### src/rtl/lift_pkg.sv
`timescale 1ns/1ps
package lift_pkg;

  typedef enum logic [2:0] {
    OP_TAP0  = 3'd0,
    OP_TAP1  = 3'd1,
    OP_ACC1  = 3'd2,
    OP_SYM   = 3'd3,
    OP_SCALE = 3'd4
  } lift_op_e;

endpackage

### src/rtl/lift_mac_core.sv
`timescale 1ns/1ps
// Combinational multiply-add shared by both units.
// base : sample being rewritten (also the operand of scaling)
// near : neighbour of the same index
// far  : delayed (s) or look-ahead (t) neighbour
module lift_mac_core
  import lift_pkg::*;
#(
  parameter int DW = 16,
  parameter int CW = 16,
  parameter int FW = 13,
  localparam int AW = CW + DW + 3
) (
  input  lift_op_e              op,
  input  logic                  inv,
  input  logic signed [DW-1:0]  base,
  input  logic signed [DW-1:0]  near,
  input  logic signed [DW-1:0]  far,
  input  logic signed [CW-1:0]  c0,
  input  logic signed [CW-1:0]  c1,
  input  logic signed [AW-1:0]  acc_prev,
  output logic signed [AW-1:0]  sum
);
  localparam int PW = CW + DW + 1;

  function automatic logic signed [DW:0] ext1(input logic signed [DW-1:0] v);
    return {v[DW-1], v};
  endfunction

  function automatic logic signed [AW-1:0] to_q(input logic signed [DW-1:0] v);
    return AW'(v) <<< FW;
  endfunction

  logic signed [CW-1:0] c_sel;
  logic signed [DW:0]   x_sel;
  logic signed [AW-1:0] seed;
  logic                 use_neg;
  logic signed [PW-1:0] prod;

  always_comb begin
    c_sel   = c0;
    x_sel   = ext1(near);
    seed    = to_q(base);
    use_neg = inv;
    case (op)
      OP_TAP1: begin
        c_sel = c1;
        x_sel = ext1(far);
      end
      OP_ACC1: begin
        c_sel = c1;
        x_sel = ext1(far);
        seed  = acc_prev;
      end
      OP_SYM: x_sel = ext1(near) + ext1(far);
      OP_SCALE: begin
        x_sel   = ext1(base);
        seed    = '0;
        use_neg = 1'b0;
      end
      default: ;
    endcase
    prod = PW'(c_sel) * PW'(x_sel);
    sum  = use_neg ? (seed - AW'(prod)) : (seed + AW'(prod));
  end

endmodule

### src/rtl/lift_rnd_stage.sv
`timescale 1ns/1ps
// Output register: round half up, saturate, and carry the untouched sample.
module lift_rnd_stage #(
  parameter int DW = 16,
  parameter int FW = 13,
  parameter int AW = 35
) (
  input  logic                 clk,
  input  logic                 rst_n,
  input  logic                 in_valid,
  input  logic signed [AW-1:0] wide,
  input  logic signed [DW-1:0] pass,
  output logic                 out_valid,
  output logic signed [DW-1:0] out_res,
  output logic signed [DW-1:0] out_pass
);
  localparam logic signed [AW-1:0] HALF = AW'(1) <<< (FW - 1);
  localparam logic signed [AW-1:0] MAXV = (AW'(1) <<< (DW - 1)) - AW'(1);
  localparam logic signed [AW-1:0] MINV = -(AW'(1) <<< (DW - 1));

  function automatic logic signed [DW-1:0] rnd_sat(input logic signed [AW-1:0] w);
    logic signed [AW-1:0] r;
    r = (w + HALF) >>> FW;
    if (r > MAXV)      r = MAXV;
    else if (r < MINV) r = MINV;
    return $signed(r[DW-1:0]);
  endfunction

  always_ff @(posedge clk or negedge rst_n) begin
    if (!rst_n) begin
      out_valid <= 1'b0;
      out_res   <= '0;
      out_pass  <= '0;
    end else begin
      out_valid <= in_valid;
      if (in_valid) begin
        out_res  <= rnd_sat(wide);
        out_pass <= pass;
      end
    end
  end

endmodule

### src/rtl/lift_s_unit.sv
`timescale 1ns/1ps
// Even-sample updater: uses current and delayed odd samples.
module lift_s_unit
  import lift_pkg::*;
#(
  parameter int DW = 16,
  parameter int CW = 16,
  parameter int FW = 13,
  localparam int AW = CW + DW + 3
) (
  input  logic                 clk,
  input  logic                 rst_n,
  input  logic                 in_valid,
  input  logic                 blk_start,
  input  lift_op_e             op,
  input  logic                 inv,
  input  logic                 swap,
  input  logic signed [CW-1:0] c0,
  input  logic signed [CW-1:0] c1,
  input  logic signed [DW-1:0] a,
  input  logic signed [DW-1:0] b,
  output logic                 out_valid,
  output logic signed [DW-1:0] out_a,
  output logic signed [DW-1:0] out_b
);
  logic signed [DW-1:0] a_eff, b_eff, dly_q, dly_eff;
  logic signed [AW-1:0] sum, acc_q;
  logic signed [DW-1:0] pass_q;
  logic                 v1_q;
  logic                 dly_load, dly_clear;

  assign a_eff     = swap ? b : a;
  assign b_eff     = swap ? a : b;
  assign dly_eff   = blk_start ? '0 : dly_q;
  assign dly_load  = in_valid && (op != OP_TAP0);
  assign dly_clear = in_valid && blk_start && (op == OP_TAP0);

  lift_mac_core #(.DW(DW), .CW(CW), .FW(FW)) u_core (
    .op(op), .inv(inv), .base(a_eff), .near(b_eff), .far(dly_eff),
    .c0(c0), .c1(c1), .acc_prev(acc_q), .sum(sum)
  );

  always_ff @(posedge clk or negedge rst_n) begin
    if (!rst_n) begin
      dly_q  <= '0;
      acc_q  <= '0;
      pass_q <= '0;
      v1_q   <= 1'b0;
    end else begin
      v1_q <= in_valid;
      if (in_valid) begin
        acc_q  <= sum;
        pass_q <= b_eff;
      end
      if (dly_load)       dly_q <= b_eff;
      else if (dly_clear) dly_q <= '0;
    end
  end

  lift_rnd_stage #(.DW(DW), .FW(FW), .AW(AW)) u_out (
    .clk(clk), .rst_n(rst_n), .in_valid(v1_q), .wide(acc_q), .pass(pass_q),
    .out_valid(out_valid), .out_res(out_a), .out_pass(out_b)
  );

  AST_S_LATENCY: assert property (@(posedge clk) disable iff (!rst_n)
    in_valid |=> ##1 out_valid);
  AST_S_NO_SPURIOUS: assert property (@(posedge clk) disable iff (!rst_n)
    out_valid |-> $past(in_valid, 2));
  AST_S_PASS_B: assert property (@(posedge clk) disable iff (!rst_n)
    in_valid |=> ##1 (out_b == $past(b_eff, 2)));
  AST_S_TAP0_KEEPS_DLY: assert property (@(posedge clk) disable iff (!rst_n)
    (in_valid && !blk_start && op == OP_TAP0) |=> $stable(dly_q));

endmodule

### src/rtl/lift_t_unit.sv
`timescale 1ns/1ps
// Odd-sample updater: retires the held pair using the incoming even sample.
module lift_t_unit
  import lift_pkg::*;
#(
  parameter int DW = 16,
  parameter int CW = 16,
  parameter int FW = 13,
  localparam int AW = CW + DW + 3
) (
  input  logic                 clk,
  input  logic                 rst_n,
  input  logic                 in_valid,
  input  logic                 blk_start,
  input  lift_op_e             op,
  input  logic                 inv,
  input  logic                 swap,
  input  logic signed [CW-1:0] c0,
  input  logic signed [CW-1:0] c1,
  input  logic signed [DW-1:0] a,
  input  logic signed [DW-1:0] b,
  output logic                 out_valid,
  output logic signed [DW-1:0] out_a,
  output logic signed [DW-1:0] out_b
);
  logic signed [DW-1:0] a_eff, b_eff, look;
  logic signed [DW-1:0] ha_q, hb_q, pass_q;
  logic                 hv_q, v1_q;
  logic signed [AW-1:0] sum, acc_q;
  logic                 retire, capture;

  assign a_eff   = swap ? b : a;
  assign b_eff   = swap ? a : b;
  assign look    = blk_start ? '0 : a_eff;
  assign retire  = in_valid && hv_q;
  assign capture = in_valid && ((op != OP_TAP0) || blk_start || !hv_q);

  lift_mac_core #(.DW(DW), .CW(CW), .FW(FW)) u_core (
    .op(op), .inv(inv), .base(hb_q), .near(ha_q), .far(look),
    .c0(c0), .c1(c1), .acc_prev(acc_q), .sum(sum)
  );

  always_ff @(posedge clk or negedge rst_n) begin
    if (!rst_n) begin
      ha_q   <= '0;
      hb_q   <= '0;
      hv_q   <= 1'b0;
      acc_q  <= '0;
      pass_q <= '0;
      v1_q   <= 1'b0;
    end else begin
      v1_q <= retire;
      if (retire) begin
        acc_q  <= sum;
        pass_q <= ha_q;
      end
      if (capture) begin
        ha_q <= a_eff;
        hb_q <= b_eff;
        hv_q <= 1'b1;
      end
    end
  end

  lift_rnd_stage #(.DW(DW), .FW(FW), .AW(AW)) u_out (
    .clk(clk), .rst_n(rst_n), .in_valid(v1_q), .wide(acc_q), .pass(pass_q),
    .out_valid(out_valid), .out_res(out_b), .out_pass(out_a)
  );

  AST_T_SILENT_EMPTY: assert property (@(posedge clk) disable iff (!rst_n)
    (in_valid && !hv_q) |=> ##1 !out_valid);
  AST_T_NO_SPURIOUS: assert property (@(posedge clk) disable iff (!rst_n)
    out_valid |-> $past(in_valid, 2));
  AST_T_PASS_A: assert property (@(posedge clk) disable iff (!rst_n)
    (in_valid && hv_q) |=> ##1 (out_a == $past(ha_q, 2)));
  AST_T_TAP0_HOLDS: assert property (@(posedge clk) disable iff (!rst_n)
    (in_valid && hv_q && !blk_start && op == OP_TAP0) |=> ($stable(ha_q) && $stable(hb_q)));

endmodule

### src/rtl/lift_mac_pair.sv
`timescale 1ns/1ps
module lift_mac_pair
  import lift_pkg::*;
#(
  parameter int DW = 16,
  parameter int CW = 16,
  parameter int FW = 13
) (
  input  logic                 clk,
  input  logic                 rst_n,
  input  logic                 s_in_valid,
  input  logic                 s_start,
  input  logic [2:0]           s_op,
  input  logic                 s_inv,
  input  logic                 s_swap,
  input  logic signed [CW-1:0] s_c0,
  input  logic signed [CW-1:0] s_c1,
  input  logic signed [DW-1:0] s_a,
  input  logic signed [DW-1:0] s_b,
  output logic                 s_out_valid,
  output logic signed [DW-1:0] s_out_a,
  output logic signed [DW-1:0] s_out_b,
  input  logic                 t_in_valid,
  input  logic                 t_start,
  input  logic [2:0]           t_op,
  input  logic                 t_inv,
  input  logic                 t_swap,
  input  logic signed [CW-1:0] t_c0,
  input  logic signed [CW-1:0] t_c1,
  input  logic signed [DW-1:0] t_a,
  input  logic signed [DW-1:0] t_b,
  output logic                 t_out_valid,
  output logic signed [DW-1:0] t_out_a,
  output logic signed [DW-1:0] t_out_b
);

  lift_s_unit #(.DW(DW), .CW(CW), .FW(FW)) u_s (
    .clk(clk), .rst_n(rst_n), .in_valid(s_in_valid), .blk_start(s_start),
    .op(lift_op_e'(s_op)), .inv(s_inv), .swap(s_swap), .c0(s_c0), .c1(s_c1),
    .a(s_a), .b(s_b), .out_valid(s_out_valid), .out_a(s_out_a), .out_b(s_out_b)
  );

  lift_t_unit #(.DW(DW), .CW(CW), .FW(FW)) u_t (
    .clk(clk), .rst_n(rst_n), .in_valid(t_in_valid), .blk_start(t_start),
    .op(lift_op_e'(t_op)), .inv(t_inv), .swap(t_swap), .c0(t_c0), .c1(t_c1),
    .a(t_a), .b(t_b), .out_valid(t_out_valid), .out_a(t_out_a), .out_b(t_out_b)
  );

endmodule

### config.mk
export PLATFORM = sky130hd
export DESIGN_NAME = lift_mac_pair
export DESIGN_NICKNAME = d
export VERILOG_FILES = /design/src/rtl/lift_pkg.sv /design/src/rtl/lift_mac_core.sv /design/src/rtl/lift_rnd_stage.sv /design/src/rtl/lift_s_unit.sv /design/src/rtl/lift_t_unit.sv /design/src/rtl/lift_mac_pair.sv
export SDC_FILE = /design/constraint.sdc
export NUM_CORES = 2
export LEC_CHECK = 0
export ABC_AREA = 0
export BUFFER_PORTS_ARGS = -buffer_cell sky130_fd_sc_hd__buf_2
export CAP_MARGIN = 20
export CORE_MARGIN = 4
export CORE_UTILIZATION = 60
export CTS_BUF_LIST = sky130_fd_sc_hd__clkbuf_4 sky130_fd_sc_hd__clkbuf_8
export DETAILED_ROUTE_END_ITERATION = 12
export PLACE_DENSITY = 0.79
export SLEW_MARGIN = 10
export SYNTH_ARGS = -nofsm -noshare
export SYNTH_HDL_FRONTEND = slang
export SYNTH_SLANG_ARGS = --single-unit
### constraint.sdc
create_clock -name clk -period 25.8 [get_ports clk]
set_input_delay 5.16 -clock clk [delete_from_list [all_inputs] [get_ports clk]]
set_output_delay 5.16 -clock clk [all_outputs]
set_load 0.05 [all_outputs]
==> summary.md <==
| Metric | Value |
|---|---|
| Run status | complete, no violations |
| DR WL/cell | 19.3 um |
| Layout overhead on the synthesized area | 7.40% |
| CTS sink cnt | 219 |
| Pins over their slew limit | 0 |
| Count of final hold-check violations | 0 |
| Fraction of synthesis flops using an asynchronous set or reset pin | 100% |
| Count of boundary I/O pins | 210 |
| Min cycle time layout | 17.65 ns |
| Setup TNS | 0 ns |
| Starting Density | 60.9% |
| Yosys warnings | 0 |
| GP Congestion | 0.952 |
| Final setup vio count | 0 |
| DR vias/cell | 5.89 |
| Post CTS Setup Buffer Count | 0 |
| CTS tree | done |
| Slowest Stage Delay on Critical Path | 0.86 ns |
| Primary flip-flop cell chosen by synthesis mapping | sky130_fd_sc_hd__dfrtp_1 |
| Core region area | 0.0633 mm^2 |
| Transition time at the pin with the least slew margin | 1.15 ns |
| Total of fill cells in the finished design | 5,209 |
| Critical path capture point type | register |
| Worst Path Max Fanout | 40 |
| Top achievable clock speed | 56.7 MHz |
| Residual overflow from global routing | 0 |
| Worst-case clock buffer depth | 3 |
| Number of cells upsized or downsized after cts | 0 |
| CTS root buffer | sky130_fd_sc_hd__clkbuf_8 |
| Worst path arrival time | 18.12 ns |
| Hold WS | 0.471 ns |
| Fraction of final layout cells with drive strength greater than 1 | 11.1% |
| Global-route wire length before repair | 172 mm |
| Maximum number of pins on one net before global-route repair | 95 |
| Worst hold path type | reg -> reg |
| Height of the die | 262 um |
| Commonest non-fill, non-tap cells in the layout | sky130_fd_sc_hd__inv_1, sky130_fd_sc_hd__fa_1, sky130_fd_sc_hd__nor2_1, sky130_fd_sc_hd__nand2_1, sky130_fd_sc_hd__ha_1 |
| Post-Syn Nets | 5,405 |
| Clock Skew | 0.0405 ns |
| Critical path's slowest cell | sky130_fd_sc_hd__a31oi_1 |
| Core Rows | 92 |
| Number of antenna violations at the first check in global routing | 0 |
| Number of H-tree levels | 2 |
| Wl on met1 | 40.6 mm |
| Hold-fix buffer count after cts | 0 |
| Met3 routed WL | 7.25 mm |
| Number of global-route vias before repair | 32,755 |
| Gr usage total | 31.4% |
| Setup crit start kind | primary input |
| Worst-case headroom to the max-slew limit | 22.7% |
| Clock latency on the worst-skew pair | 0.59 ns |
| Number of buffers added by the clock tree synthesis step | 36 |
| Post-synthesis average cell area | 8.71 um^2 |
| Max-capacitance violation count | 0 |
| RSZ-0062 raised after global routing | no |
| Pre-Repair DR Iteration Count | 6 |
| Total number of vias | 32,125 |
| Count of flip-flops with a built-in enable after synthesis | 0 |
| R2r setup slk | 13.28 ns |
| Die X | 262 um |
| Buffers on Ports | 209 |
| Clock slew at reported path FFs | 0.06 ns |
| Nets@finish | 5,556 |
| DP Wirelength | 86.6 mm |
| Period Utilization, post-route | 68.4% |
| Yosys reg bits | 219 |
| DRT antenna net count | 0 |
| Die Outline Area | 0.0684 mm^2 |
| Post-Synthesis Cells | 4,432 |
| Met2 WL post-DR | 52.0 mm |
| Final wirelength | 105 mm |
| Iteration-0 DRC count of the detailed router | 2,317 |
| Top sig layer | met4 |
| Unique cell type count in the Yosys netlist | 100 |
| Register area share after synthesis | 14.2% |
| Diodes inserted | 0 |
| Critical path start-end classification | in -> reg |
| Most common cell after layout, fill and taps aside | sky130_fd_sc_hd__inv_1 |
| Required time reported for the critical path endpoint | 26.27 ns |
| Count of unresolved DRC violations after routing | 0 |
| Post-synthesis cell area | 0.0386 mm^2 |
Yosys cell counts, types with 17 or more instances:
| master | instances | share of area, % |
|---|---|---|
| sky130_fd_sc_hd__nand2_1 | 415 | 4.0 |
| sky130_fd_sc_hd__o21ai_0 | 170 | 2.2 |
| sky130_fd_sc_hd__nor3_1 | 43 | 0.56 |
| sky130_fd_sc_hd__or2_2 | 26 | 0.42 |
| sky130_fd_sc_hd__xnor2_1 | 137 | 3.1 |
| sky130_fd_sc_hd__inv_1 | 680 | 6.6 |
| sky130_fd_sc_hd__a31oi_1 | 26 | 0.42 |
| sky130_fd_sc_hd__mux2i_1 | 95 | 2.5 |
| sky130_fd_sc_hd__o21a_1 | 43 | 0.84 |
| sky130_fd_sc_hd__mux2_2 | 104 | 3.0 |
| sky130_fd_sc_hd__nor2_1 | 515 | 5.0 |
| sky130_fd_sc_hd__a22o_1 | 17 | 0.39 |
| sky130_fd_sc_hd__o21bai_1 | 22 | 0.43 |
| sky130_fd_sc_hd__a221oi_1 | 17 | 0.39 |
| sky130_fd_sc_hd__nand2b_1 | 56 | 0.91 |
| sky130_fd_sc_hd__xor2_1 | 105 | 2.4 |
| sky130_fd_sc_hd__fa_1 | 556 | 29 |
| sky130_fd_sc_hd__nand4_1 | 17 | 0.28 |
| sky130_fd_sc_hd__nand3_1 | 54 | 0.70 |
| sky130_fd_sc_hd__o211ai_1 | 32 | 0.62 |
| sky130_fd_sc_hd__and3_1 | 20 | 0.32 |
| sky130_fd_sc_hd__dfrtp_1 | 219 | 14 |
| sky130_fd_sc_hd__or3_1 | 19 | 0.31 |
| sky130_fd_sc_hd__ha_1 | 273 | 8.9 |
| sky130_fd_sc_hd__clkbuf_1 | 136 | 1.3 |
| sky130_fd_sc_hd__and2_1 | 47 | 0.76 |
| sky130_fd_sc_hd__a21oi_1 | 210 | 2.7 |
| sky130_fd_sc_hd__nor2b_1 | 44 | 0.71 |
| sky130_fd_sc_hd__a21o_1 | 74 | 1.4 |
sequential cells by signal, indices dropped and copies added, names as in the netlist, 16 cells and up:
register,flops
u_t.acc_q,35
u_s.dly_q,16
u_s.u_out.out_pass,16
u_s.acc_q,35
u_t.pass_q,16
u_t.u_out.out_res,16
u_s.pass_q,16
u_t.u_out.out_pass,16
u_t.hb_q,16
u_s.u_out.out_res,16
u_t.ha_q,16
critical path: cells and delay by family:
kind | cells | cell delay (ns)
fa+ha+maj | 10 | 4.58
compound gates | 19 | 4.89
simple gates | 12 | 1.81
xor+xnor | 3 | 0.42
buf+inv | 6 | 0.82
mux | 1 | 0.42
routing by layer:
layer	vias up	GRT usage, %
met5	-	0
met4	0	13.9
met3	298	4.43
met2	1275	54.1
met1	15805	39.4
li1	14747	-
cell families after synthesis:
family          after synthesis  share of synthesized area (%)
fa+ha+maj                   829                           37.7
compound gates              787                           13.5
xor+xnor                    244                           5.58
buf+inv                     835                           8.14
simple gates               1318                           15.4
mux                         200                           5.53
flops                       219                           14.2
stage by stage:
stage	worst slack, ns	area, um^2	std cells	util (%)
2_1_floorplan	8.49	38600	4432	-
3_3_place_gp	7.93	40600	5387	64.1
3_5_place_dp	7.69	40600	5387	64.1
4_1_cts	8.23	41400	5453	65.4
5_1_grt	7.18	41400	5457	65.5
6_report	8.15	41400	5457	65.5
path summary, 6_finish.rpt:
path,to,cells past startpoint,startpoint
setup / recovery,u_s.acc_q[34],51,s_swap
hold / removal,u_t.u_out.out_res[7],1,u_t.u_out.out_res[7]
setup reg to reg,u_s.acc_q[34],48,u_s.dly_q[0]
hold reg to reg,u_t.u_out.out_res[7],1,u_t.u_out.out_res[7]
max in group asynchronous,u_t.v1_q,2,rst_n
min in group asynchronous,u_s.dly_q[10],1,rst_n
layout make-up:
class,instances,area (um^2),share of cell area [%]
clock buffers,52,678,1.64
well taps,846,1060,2.55
multi-input cells,3378,30000,72.4
inverters,681,2560,6.17
clock inverters,14,160,0.386
flip-flops and latches,219,5480,13.2
repair buffers,267,1490,3.60
Power is left out: the tool's default activity adds up to more than one toggle a clock period on the data nets, which glitch-free logic cannot reach.
